### src/rtl/anode_dim_pkg.sv
// Package: anode_dim_pkg
// Shared constants and helpers for the anode dimming generator.
// Assumes the brightness code is an unsigned binary value.
package anode_dim_pkg;
    typedef enum logic {
        SRC_EXTERNAL = 1'b0,
        SRC_INTERNAL = 1'b1
    } pulse_src_e;

    localparam int unsigned DEF_CODE_W   = 10;
    localparam int unsigned DEF_PRESCALE = 4;
    localparam int unsigned DEF_DUTY_MAX = 1016;
endpackage

### src/rtl/dim_bit_tick.sv
// Module: dim_bit_tick
// Divides the oscillator enable by PRESCALE and emits one bit-time tick
// per PRESCALE enabled cycles. A restart returns the phase to zero.
// Assumes PRESCALE >= 1. Restart has priority over counting.
module dim_bit_tick #(
    parameter int unsigned PRESCALE = anode_dim_pkg::DEF_PRESCALE
) (
    input  logic clk,
    input  logic rst_n,
    input  logic restart,
    input  logic osc_en,
    output logic bit_tick
);
    localparam int unsigned PW = (PRESCALE > 1) ? $clog2(PRESCALE) : 1;
    localparam logic [PW-1:0] LAST = PW'(PRESCALE - 1);

    logic [PW-1:0] phase_q;

    // Tick on the last enabled phase of the bit time
    assign bit_tick = osc_en && !restart && (phase_q == LAST);

    // Phase counter that wraps every PRESCALE enabled cycles
    always_ff @(posedge clk) begin
        if (!rst_n || restart) begin
            phase_q <= '0;
        end else if (osc_en) begin
            phase_q <= (phase_q == LAST) ? '0 : phase_q + 1'b1;
        end
    end

    generate
        if (PRESCALE > 1) begin : g_spacing
            // Two ticks never come back to back when a bit time spans several cycles
            p_tick_spacing_r4: assert property (@(posedge clk) disable iff (!rst_n)
                bit_tick |=> !bit_tick);
        end
    endgenerate
endmodule

### src/rtl/dim_slot_counter.sv
// Module: dim_slot_counter
// Counts bit times within a grid slot. It is cleared by the slot strobe
// and wraps naturally at 2**CODE_W bit times.
module dim_slot_counter #(
    parameter int unsigned CODE_W = anode_dim_pkg::DEF_CODE_W
) (
    input  logic              clk,
    input  logic              rst_n,
    input  logic              restart,
    input  logic              bit_tick,
    output logic [CODE_W-1:0] slot_count
);
    // Bit-time counter with restart priority
    always_ff @(posedge clk) begin
        if (!rst_n || restart) begin
            slot_count <= '0;
        end else if (bit_tick) begin
            slot_count <= slot_count + 1'b1;
        end
    end

    // A tick advances the count by exactly one, modulo the slot length
    p_count_step_r4: assert property (@(posedge clk) disable iff (!rst_n)
        (bit_tick && !restart) |=> (slot_count == $past(slot_count) + 1'b1));
endmodule

### src/rtl/dim_level_hold.sv
// Module: dim_level_hold
// Captures the brightness code at each slot start and clamps it to DUTY_MAX.
// Assumes DUTY_MAX < 2**CODE_W. Between strobes the held level is frozen.
module dim_level_hold #(
    parameter int unsigned CODE_W   = anode_dim_pkg::DEF_CODE_W,
    parameter int unsigned DUTY_MAX = anode_dim_pkg::DEF_DUTY_MAX
) (
    input  logic              clk,
    input  logic              rst_n,
    input  logic              capture,
    input  logic [CODE_W-1:0] code_in,
    output logic [CODE_W-1:0] level
);
    localparam logic [CODE_W-1:0] CEIL = CODE_W'(DUTY_MAX);

    logic [CODE_W-1:0] clamped;

    // Saturate codes at or above the ceiling
    assign clamped = (code_in >= CEIL) ? CEIL : code_in;

    // Hold register that is loaded only at a slot boundary
    always_ff @(posedge clk) begin
        if (!rst_n) begin
            level <= '0;
        end else if (capture) begin
            level <= clamped;
        end
    end

    // The held level never exceeds the ceiling
    p_level_clamp_r2: assert property (@(posedge clk) disable iff (!rst_n)
        level <= CEIL);
    // Outside a strobe the held level does not move
    p_level_hold_r6: assert property (@(posedge clk) disable iff (!rst_n)
        !capture |=> $stable(level));
endmodule

### src/rtl/anode_dimmer.sv
// Module: anode_dimmer (top)
// Generates the segment gate pulse for each grid slot from a clamped
// brightness code and selects internal or external pulse by mode.
// Assumes slot_start is a one-cycle strobe and osc_en is a clock enable.
module anode_dimmer #(
    parameter int unsigned CODE_W   = anode_dim_pkg::DEF_CODE_W,
    parameter int unsigned PRESCALE = anode_dim_pkg::DEF_PRESCALE,
    parameter int unsigned DUTY_MAX = anode_dim_pkg::DEF_DUTY_MAX
) (
    input  logic              clk,
    input  logic              rst_n,
    input  logic              osc_en,
    input  logic              slot_start,
    input  logic [CODE_W-1:0] level_code,
    input  logic              master_sel,
    input  logic              pulse_in,
    output logic              seg_gate,
    output logic              pulse_out
);
    import anode_dim_pkg::*;

    logic              bit_tick;
    logic [CODE_W-1:0] slot_count;
    logic [CODE_W-1:0] level;
    logic              pwm_on;
    pulse_src_e        src;

    dim_bit_tick #(.PRESCALE(PRESCALE)) u_tick (
        .clk      (clk),
        .rst_n    (rst_n),
        .restart  (slot_start),
        .osc_en   (osc_en),
        .bit_tick (bit_tick)
    );

    dim_slot_counter #(.CODE_W(CODE_W)) u_count (
        .clk        (clk),
        .rst_n      (rst_n),
        .restart    (slot_start),
        .bit_tick   (bit_tick),
        .slot_count (slot_count)
    );

    dim_level_hold #(.CODE_W(CODE_W), .DUTY_MAX(DUTY_MAX)) u_level (
        .clk     (clk),
        .rst_n   (rst_n),
        .capture (slot_start),
        .code_in (level_code),
        .level   (level)
    );

    // Internal pulse is high while the slot count is below the held level
    assign pwm_on = (slot_count < level);

    // Source selection between internal PWM and the received pulse
    assign src = master_sel ? SRC_INTERNAL : SRC_EXTERNAL;

    // Drive the segment gate and the forwarded pulse by mode
    always_comb begin
        if (src == SRC_INTERNAL) begin
            seg_gate  = pwm_on;
            pulse_out = pwm_on;
        end else begin
            seg_gate  = pulse_in;
            pulse_out = 1'b0;
        end
    end

    // A strobe leaves the counter at zero on the next cycle
    p_restart_zero_r10: assert property (@(posedge clk) disable iff (!rst_n)
        slot_start |=> (slot_count == '0));
    // A zero level keeps the master gate dark
    p_dark_zero_r3: assert property (@(posedge clk) disable iff (!rst_n)
        (master_sel && level == '0) |-> !seg_gate);
    // Slaves never forward a pulse
    p_slave_quiet_r8: assert property (@(posedge clk) disable iff (!rst_n)
        !master_sel |-> !pulse_out);
    // The master gate and the forwarded pulse agree
    p_master_mirror_r8: assert property (@(posedge clk) disable iff (!rst_n)
        master_sel |-> (pulse_out == seg_gate));
endmodule

### config.mk
export PLATFORM = sky130hd
export DESIGN_NAME = anode_dimmer
export DESIGN_NICKNAME = d
export VERILOG_FILES = /design/src/rtl/anode_dim_pkg.sv /design/src/rtl/dim_bit_tick.sv /design/src/rtl/dim_slot_counter.sv /design/src/rtl/dim_level_hold.sv /design/src/rtl/anode_dimmer.sv
export SDC_FILE = /design/constraint.sdc
export NUM_CORES = 1
export LEC_CHECK = 0
export BUFFER_PORTS_ARGS = -buffer_cell sky130_fd_sc_hd__buf_2
export CAP_MARGIN = 20
export CORE_MARGIN = 1.5
export CORE_UTILIZATION = 55
export CTS_CLUSTER_DIAMETER = 100
export DETAILED_ROUTE_END_ITERATION = 16
export GPL_TIMING_DRIVEN = 0
export PLACE_DENSITY = 0.77
export SYNTH_ARGS = -nofsm -noshare
export SYNTH_HDL_FRONTEND = slang
export SYNTH_HIERARCHICAL = 1
export SYNTH_SLANG_ARGS = --single-unit
### constraint.sdc
create_clock -name clk -period 3.17 [get_ports clk]
set_input_delay 0.4755 -clock clk [delete_from_list [all_inputs] [get_ports clk]]
set_output_delay 0.4755 -clock clk [all_outputs]
set_load 0.01 [all_outputs]
=== Yosys cells after proc, flatten, opt, wreduce, memory -nomap -nowiden ===
Cells that the tools add are included.
Widths: inputs -> output; s select.

* $add $sub $neg: 2
* Magnitude comparators: 2
* Eq/ne operators: 1
* Mux-type cells: 5
* Reduce and logical (&&, ||, !) cells: 5

{| class="wikitable"
|+ Operators with widths
! operator !! count
|-
| $add 10x1->10 const B || 1
|-
| $ge 10x10->1 const B || 1
|-
| $lt 10x10->1 || 1
|-
| $mux 10 || 1
|-
| $mux 1 || 3
|-
| $add 2x1->2 const B || 1
|-
| $eq 2x2->1 const B || 1
|-
| $logic_and 1x1->1 || 2
|-
| $logic_not 1->1 || 2
|-
| $mux 2 || 1
|-
| $logic_or 1x1->1 || 1
|}

* Flip-flop bits (word level): 22
* Input bits: 16
* Output and inout port bits: 2
* Logic and storage cells: 18

=== Depth between registers and ports, before layout ===
Gate-level depths: netlist of run 1.

* Depth after elaboration: 3
* Depth in mapped cells: 6
* Depth with buffers taken out: 6

=== Hierarchy ===
Netlist of run 1, hierarchy kept.

{| class="wikitable"
|+ By module, submodules not included
! module !! instances !! cells an instance !! area an instance (um2) !! sequential area each (um2)
|-
| dim_slot_counter || 1 || 48 || 440.4 || 200.2
|-
| dim_level_hold || 1 || 38 || 396.6 || 200.2
|-
| anode_dimmer || 1 || 35 || 247.7 || 0.0
|-
| dim_bit_tick || 1 || 10 || 105.1 || 40.0
|}

=== Least setup slack after synthesis of run 1 ===
No wires, ideal clock.

* Kind: reg-to-output
* From: reg u_count.slot_count[3]
* To: out seg_gate
* Data arrival time: 1.350 ns
* Data required time: 2.694 ns
* Slack: 1.345 ns
* Cell stages (with the launch flop): 6
* Buffers on the path: 0
* Path through: dfxtp_1 > ha_1 > a211o_1 > a21oi_2 > o21ai_1 > a31oi_1

* Word-level cells in the longest chain between the ends: 2

{| class="wikitable"
|+ RTL lines
! item !! line !! RTL
|-
| start: declaration || dim_slot_counter.sv:11 || <nowiki>output logic [CODE_W-1:0] slot_count</nowiki>
|-
| start signal: assignment || dim_slot_counter.sv:18 || <nowiki>slot_count <= slot_count + 1'b1;</nowiki>
|-
| $lt 10x10->1 || anode_dimmer.sv:53 || <nowiki>assign pwm_on = (slot_count < level);</nowiki>
|-
| $mux 1 || anode_dimmer.sv:60 || <nowiki>if (src == SRC_INTERNAL) begin</nowiki>
|-
| end: declaration || anode_dimmer.sv:17 || <nowiki>output logic seg_gate,</nowiki>
|}

Every way passes these cells.

=== Worst setup path after layout of run 1 ===
Ends and elaborated chain as after synthesis.

==> metrics.md, run 1 <==
| Metric | Value |
|---|---|
| Starting Density | 0.594 |
| Number of buffers created by CTS | 3 |
| Dpl cells | 175 |
| Hold EP | u_level/level[0]$_SDFFE_PN0P_ |
| Hold_sp | level_code[0] |
| Worst setup EP type | output pin |
| Slew Limit Fails | 0 |
| Switching share of power | 0.240 |
| Most common cell after layout, fill and taps aside | dfxtp_1 |
| Gates resized, CTS repair | 0 |
| Place WS | 1.20 ns |
| # rows | 16 |
| # hold bufs at CTS | 0 |
| Vias in the first global route | 942 |
| Max IR drop VDD | 0.000288 V |
| Max clock buf depth | 2 |
| Final Cell Area | 1330 um2 |
| Core area | 2000 um2 |
| Number of port buffers | 17 |
| First-pass GRT wire length | 3770 um |
| GR Util All Layers | 0.198 |
| Syn nets | 158 |
| CTS tree | yes |
| Hold path cells | 3 |
| Clock sink count | 22 |
| Initial antenna violation count | 0 |
| IO Count | 18 |
| PwrDens | 354 nW/um2 |
| Root Driver | clkbuf_4 |
| Reg-to-Reg End | u_count/slot_count[8]$_SDFFE_PP0P_ |
| Hold/Removal Path Class | input port to register |
| ANT nets after route | 0 |
| Layout cell share with drive strength beyond 1 | 0.172 |
| Critical Path RT | 2.69 ns |
| Synthesis warning total | 6 |
| Worst-margin pin slew | 0.427 ns |
| GRT overflow | 0 |
| Synthesis-stage register bit count | 22 |
| Final Setup Violations | 0 |
| 1st-pass router iterations | 4 |
| Most frequent cells in the layout | dfxtp_1, buf_2, ha_1 |
| Non-Filler Instances | 178 |
| NetSw | 0.113 mW |
| FF-to-FF Start | u_tick/phase_q[0]$_SDFFE_PP0P_ |
| # diodes | 0 |
| Fmax | 432 MHz |
| RSZ-0062 raised after global routing | false |
| Startpoint types | register |
| Nets | 180 |
| Leakage power | 0.569 nW |
| Setup slack, reg-to-reg | 1.45 ns |
| Syn avg cell area | 9.08 um2 |
| Mapped cell area | 1190 um2 |
| Worst Clk Skew | 0.00117 ns |
| Final worst path period need | 2.31 ns |
| Routability Congestion | 0.743 |
| Leading area contributor after synthesis | dfxtp_1 |
| Post-Place Cell Area | 1310 um2 |
| Die Wd | 49.5 um |
| Die Ht | 49.5 um |
| Yosys top cell area share | 0.370 |
| Clk pin slew, worst setup/hold paths | 0.11 ns |
| Register area share after synthesis | 0.370 |
| DP HPWL | 1760 um |
| Setup bufs post-CTS | 0 |
| Synth cell types | 30 |
| Critical path class | register to output pin |
| Crit Path Max Fanout | 6 |
| Post-synthesis cell count | 131 |
| Period utilization | 0.730 |
| Via count | 972 |
| Arr. time, crit path | 1.84 ns |
| Seq pwr share | 0.614 |
| Worst-skew pair later-pin latency | 0.30 ns |
| Synth top area cells | dfxtp_1, ha_1, mux2i_1 |
| Largest net degree at the start of global routing | 12 |
| Worst r2r path cells | 6 |
| Total Die Area | 2450 um2 |
| Int Power | 0.358 mW |
| Maxcap violations | 0 |
| Average wire per standard cell | 12.1 um |
| DR vias/cell | 5.46 |
| Setup ws final | 0.857 ns |
| Final hold vios | 0 |
| Min Hold Slack | 0.433 ns |
| Layout area overhead | 11.9% |
| # H-tree levels | 1 |
| Max_slew headroom | 0.715 |
| Detailed Route WL | 2150 um |
| DR iter-0 viols | 11 |
| Final core area utilization | 0.665 |
| Total power | 0.471 mW |
| Drc violations | 0 |
| TNS Setup | 0 ns |
| Clk pwr share | 0.260 |
| Status | finished, final reports clean |
| Power share of the combinational group | 0.126 |
## worst max-delay path by stage
stage,start,to,slack [ns],cells past startpoint
after floorplan,u_count/slot_count[3]$_SDFFE_PP0P_,seg_gate,1.34,5
after global placement,u_count/slot_count[3]$_SDFFE_PP0P_,seg_gate,1.22,6
after detailed placement,u_count/slot_count[3]$_SDFFE_PP0P_,seg_gate,1.20,6
after CTS,u_count/slot_count[3]$_SDFFE_PP0P_,seg_gate,0.85,6
after global routing,u_count/slot_count[3]$_SDFFE_PP0P_,seg_gate,0.77,6
final,u_count/slot_count[3]$_SDFFE_PP0P_,seg_gate,0.86,6
## power by group through the flow
stage	Combinational [mW]	Sequential [mW]	Clock (mW)
floorplan	0.0371	0.294	0
global placement	0.0565	0.295	0
detailed placement	0.0596	0.296	0
CTS	0.0598	0.289	0.126
global route	0.0671	0.290	0.135
finish	0.0593	0.289	0.122
## logic make-up (layout without fill, tap and decap cells)
kind of cell | Yosys count | after routing | synth area share
adder cells (fa/ha/maj) | 11 | 11 | 0.116
multiplexers | 10 | 10 | 0.0841
flip-flops | 22 | 22 | 0.370
AO/OA/AOI/OAI | 24 | 24 | 0.120
XOR/XNOR | 4 | 4 | 0.0294
buffers and inverters | 13 | 33 | 0.0484
AND/OR/NAND/NOR | 47 | 47 | 0.232
## per-layer routing
| layer | share of wire | global-route usage |
|---|---|---|
| met1 | 0.45 | 0.228 |
| met5 | 0 | 0 |
| met3 | 0.037 | 0.0424 |
| met4 | 0.020 | 0.0833 |
| met2 | 0.49 | 0.351 |
## state kept, by name, indices dropped and copies added, names as in the netlist
name / flops
u_level/level: 10
u_tick/phase_q: 2
u_count/slot_count: 10
## final cells by class
cell class	instances	area (um2)
plain buffers	4	23.8
multi-input cells	96	692
inverters	9	33.8
well taps	27	33.8
clock buffers	3	22.5
repair buffers	17	85.1
flip-flops and latches	22	440
fillers	173	671
## worst max-delay path, cell delays in order (launching register included)
cell,delay [ns]
dfxtp_1,0.47
ha_1,0.29
a211o_1,0.27
a21oi_2,0.11
o21ai_1,0.09
a31oi_1,0.16
buf_2,0.15
## synth_stat cells (all sizes together)
cell / instances
nor2b: 7
dfxtp: 22
o21a: 2
or4: 2
a21oi: 11
xnor2: 1
nand2b: 4
or3: 3
nor2: 8
inv: 9
o31ai: 2
nand3b: 3
mux2i: 10
buf: 2
nand2: 7
a211o: 1
nand4: 5
ha: 11
xor2: 3
nand3: 6
o21ai: 7
or3b: 1
and3b: 1
a31oi: 1
clkbuf: 2
Note: power is estimated with default switching activity, not from simulation.
==> run 2, diff against run 1 <==
Settings changed: CORE_UTILIZATION 55 to 49, PLACE_DENSITY 0.77 to 0.73.
Clock period 3.17 ns to 1.95 ns, I/O delays scaled along.
==> metrics.md, run 2 (same netlist as run 1, synthesis figures left out) <==
| Metric | Value |
|---|---|
| Hold path cells | 3 (unchanged) |
| Fmax | 511 MHz |
| Nets | 185 (+2.8%) |
| Worst-skew pair later-pin latency | 0.30 ns (about the same) |
| Period utilization | 1.00 |
| CTS tree | yes |
| Clock sink count | 22 (unchanged) |
| DP HPWL | 1730 um (-1.8%) |
| Hold/Removal Path Class | input port to register |
| Average wire per standard cell | 12.1 um (+0.12%) |
| Min Hold Slack | 0.234 ns (-0.199 ns) |
| Layout cell share with drive strength beyond 1 | 0.274 (+0.102) |
| CP max-delay cell | dfxtp_4 |
| Die Ht | 52.3 um (+5.6%) |
| Number of buffers created by CTS | 3 (unchanged) |
| Starting Density | 0.528 (-0.0666) |
| Root Driver | clkbuf_4 |
| Reg-to-Reg End | u_count/slot_count[8]$_SDFFE_PP0P_ |
| FF-to-FF Start | u_tick/phase_q[0]$_SDFFE_PP0P_ |
| Max clock buf depth | 2 (unchanged) |
| Most frequent cells in the layout | buf_2, dfxtp_1, mux2i_1 |
| Final worst path period need | 1.96 ns |
| Most common cell after layout, fill and taps aside | buf_2 |
| Leakage power | 0.607 nW (+6.7%) |
| PwrDens | 578 nW/um2 (+63%) |
| Crit Path Max Fanout | 2 (-4) |
| Critical path class | register to output pin |
| Hold EP | u_level/level[2]$_SDFFE_PN0P_ |
| # rows | 17 (+1) |
| # hold bufs at CTS | 0 (unchanged) |
| Max_slew headroom | 0.720 (+0.00500) |
| Startpoint types | register |
| Routability Congestion | 0.756 (+1.8%) |
| Hold_sp | level_code[2] |
| IO Count | 18 (unchanged) |
| Worst-margin pin slew | 0.420 ns (-0.00750 ns) |
| Buf/Inv on CP | 1 (unchanged) |
| Final hold vios | 0 (unchanged) |
| Maxcap violations | 0 (unchanged) |
| Arr. time, crit path | 1.66 ns (-0.18 ns) |
| Largest net degree at the start of global routing | 13 (+1) |
| Slew Limit Fails | 0 (unchanged) |
| GRT overflow | 0 (unchanged) |
| Number of port buffers | 17 (unchanged) |
| Core area | 2250 um2 (+13%) |
| Initial antenna violation count | 0 (unchanged) |
| Drc violations | 0 (unchanged) |
| First-pass GRT wire length | 3710 um (-1.6%) |
| DR iter-0 viols | 16 (+5) |
| # diodes | 0 (unchanged) |
| 1st-pass router iterations | 4 (unchanged) |
| Final Setup Violations | 2 (+2) |
| Vias in the first global route | 880 (-6.6%) |
| Worst r2r path cells | 6 (unchanged) |
| Die Wd | 52.3 um (+5.6%) |
| GR Util All Layers | 0.185 (-0.0129) |
| Detailed Route WL | 2230 um (+4.1%) |
| Status | complete, but fails checks |
| RSZ-0062 raised after global routing | true |
| Max IR drop VDD | 0.000410 V (+42%) |
| Failing checks | negative setup slack |
| Worst path depth | 6 (unchanged) |
| CP dominant cell by count | a21oi_2 |
| Crit path max-delay family | compound AO/OA/AOI/OAI gates |
| # H-tree levels | 1 (unchanged) |
| Worst Clk Skew | 0.000841 ns (-0.000324 ns) |
| Total power | 0.822 mW (+75%) |
| DR vias/cell | 5.33 (-2.4%) |
| Layout area overhead | 19.5% |
| Total Die Area | 2730 um2 (+12%) |
| Largest regs | u_count/slot_count: 10 flops, u_level/level: 10 flops, u_tick/phase_q: 2 flops |
| CP peak stage delay | 0.38 ns (-0.09 ns) |
| Clk pin slew, worst setup/hold paths | 0.12 ns (about the same) |
| Via count | 986 (+1.4%) |
| ANT nets after route | 0 (unchanged) |
| Setup ws final | -0.00747 ns (-0.864 ns) |
| CP cell instances | ha_4, a211o_1, a21oi_2, o21ai_2, a21oi_2, buf_2 |
| Critical Path RT | 1.66 ns (-1.03 ns) |
| Setup slack, reg-to-reg | 0.18 ns (-1.27 ns) |
| Worst setup EP type | output pin |
## run 2: how the worst max path moves through the flow
stage	end	from	slack (ns)
4_1_cts	pulse_out	u_count/slot_count[3]$_SDFFE_PP0P_	-0.07
5_1_grt	seg_gate	u_count/slot_count[3]$_SDFFE_PP0P_	-0.10
3_5_place_dp	pulse_out	u_count/slot_count[3]$_SDFFE_PP0P_	0.16
3_3_place_gp	seg_gate	u_count/slot_count[3]$_SDFFE_PP0P_	0.19
6_report	pulse_out	u_count/slot_count[3]$_SDFFE_PP0P_	-0.007
2_1_floorplan	seg_gate	u_count/slot_count[3]$_SDFFE_PP0P_	0.31
## run 2: what timing repair did
action / 4_1_cts / 5_1_grt
setup endpoints to repair: 2 / 2
hold endpoints to repair: 0 / 0
setup buffers: 2 / 3
pin swaps: 4 / 2
gates resized for setup: 7 / 7
## run 2: worst register-to-register path, delay by kind of cell (launching register included)
family | cells | cell delay (ns)
adders and majority gates | 1 | 0.16
AOI/OAI and AO/OA | 1 | 0.15
DFF | 1 | 0.38
and+or+nand+nor | 3 | 0.83
buffers and inverters | 1 | 0.18
## run 2: stage by stage
| step | instances | util | TNS, ns | instance area (um2) | setup slack [ns] |
|---|---|---|---|---|---|
| floorplan | 131 | - | 0 | 1190 | 0.308 |
| global placement | 176 | 0.581 | 0 | 1310 | 0.194 |
| detailed placement | 176 | 0.581 | 0 | 1310 | 0.158 |
| CTS | 182 | 0.614 | -0.123 | 1380 | -0.0748 |
| global route | 185 | 0.630 | -0.196 | 1420 | -0.101 |
| finish | 185 | 0.630 | -0.00872 | 1420 | -0.00747 |
## run 2: power by group
part           internal, mW  switching, mW
combinational        0.0487         0.0520
clock                 0.114          0.141
sequential            0.459        0.00710
total                 0.622          0.200
## run 2: cell type report
class	instances	area [um2]
multi-input cells	96	714
flip-flops and latches	22	455
plain buffers	4	23.8
inverters	9	33.8
clock buffers	4	36.3
fillers	211	833
repair buffers	22	123
well taps	28	35.0
## run 2: per-layer routing
metal / vias up / routed length, um / global-route usage
li1: 515 / - / -
met1: 456 / 1040 / 0.214
met2: 13 / 1120 / 0.338
met3: 2 / 57 / 0.0286
met4: 0 / 12 / 0.0684
met5: - / 0 / 0
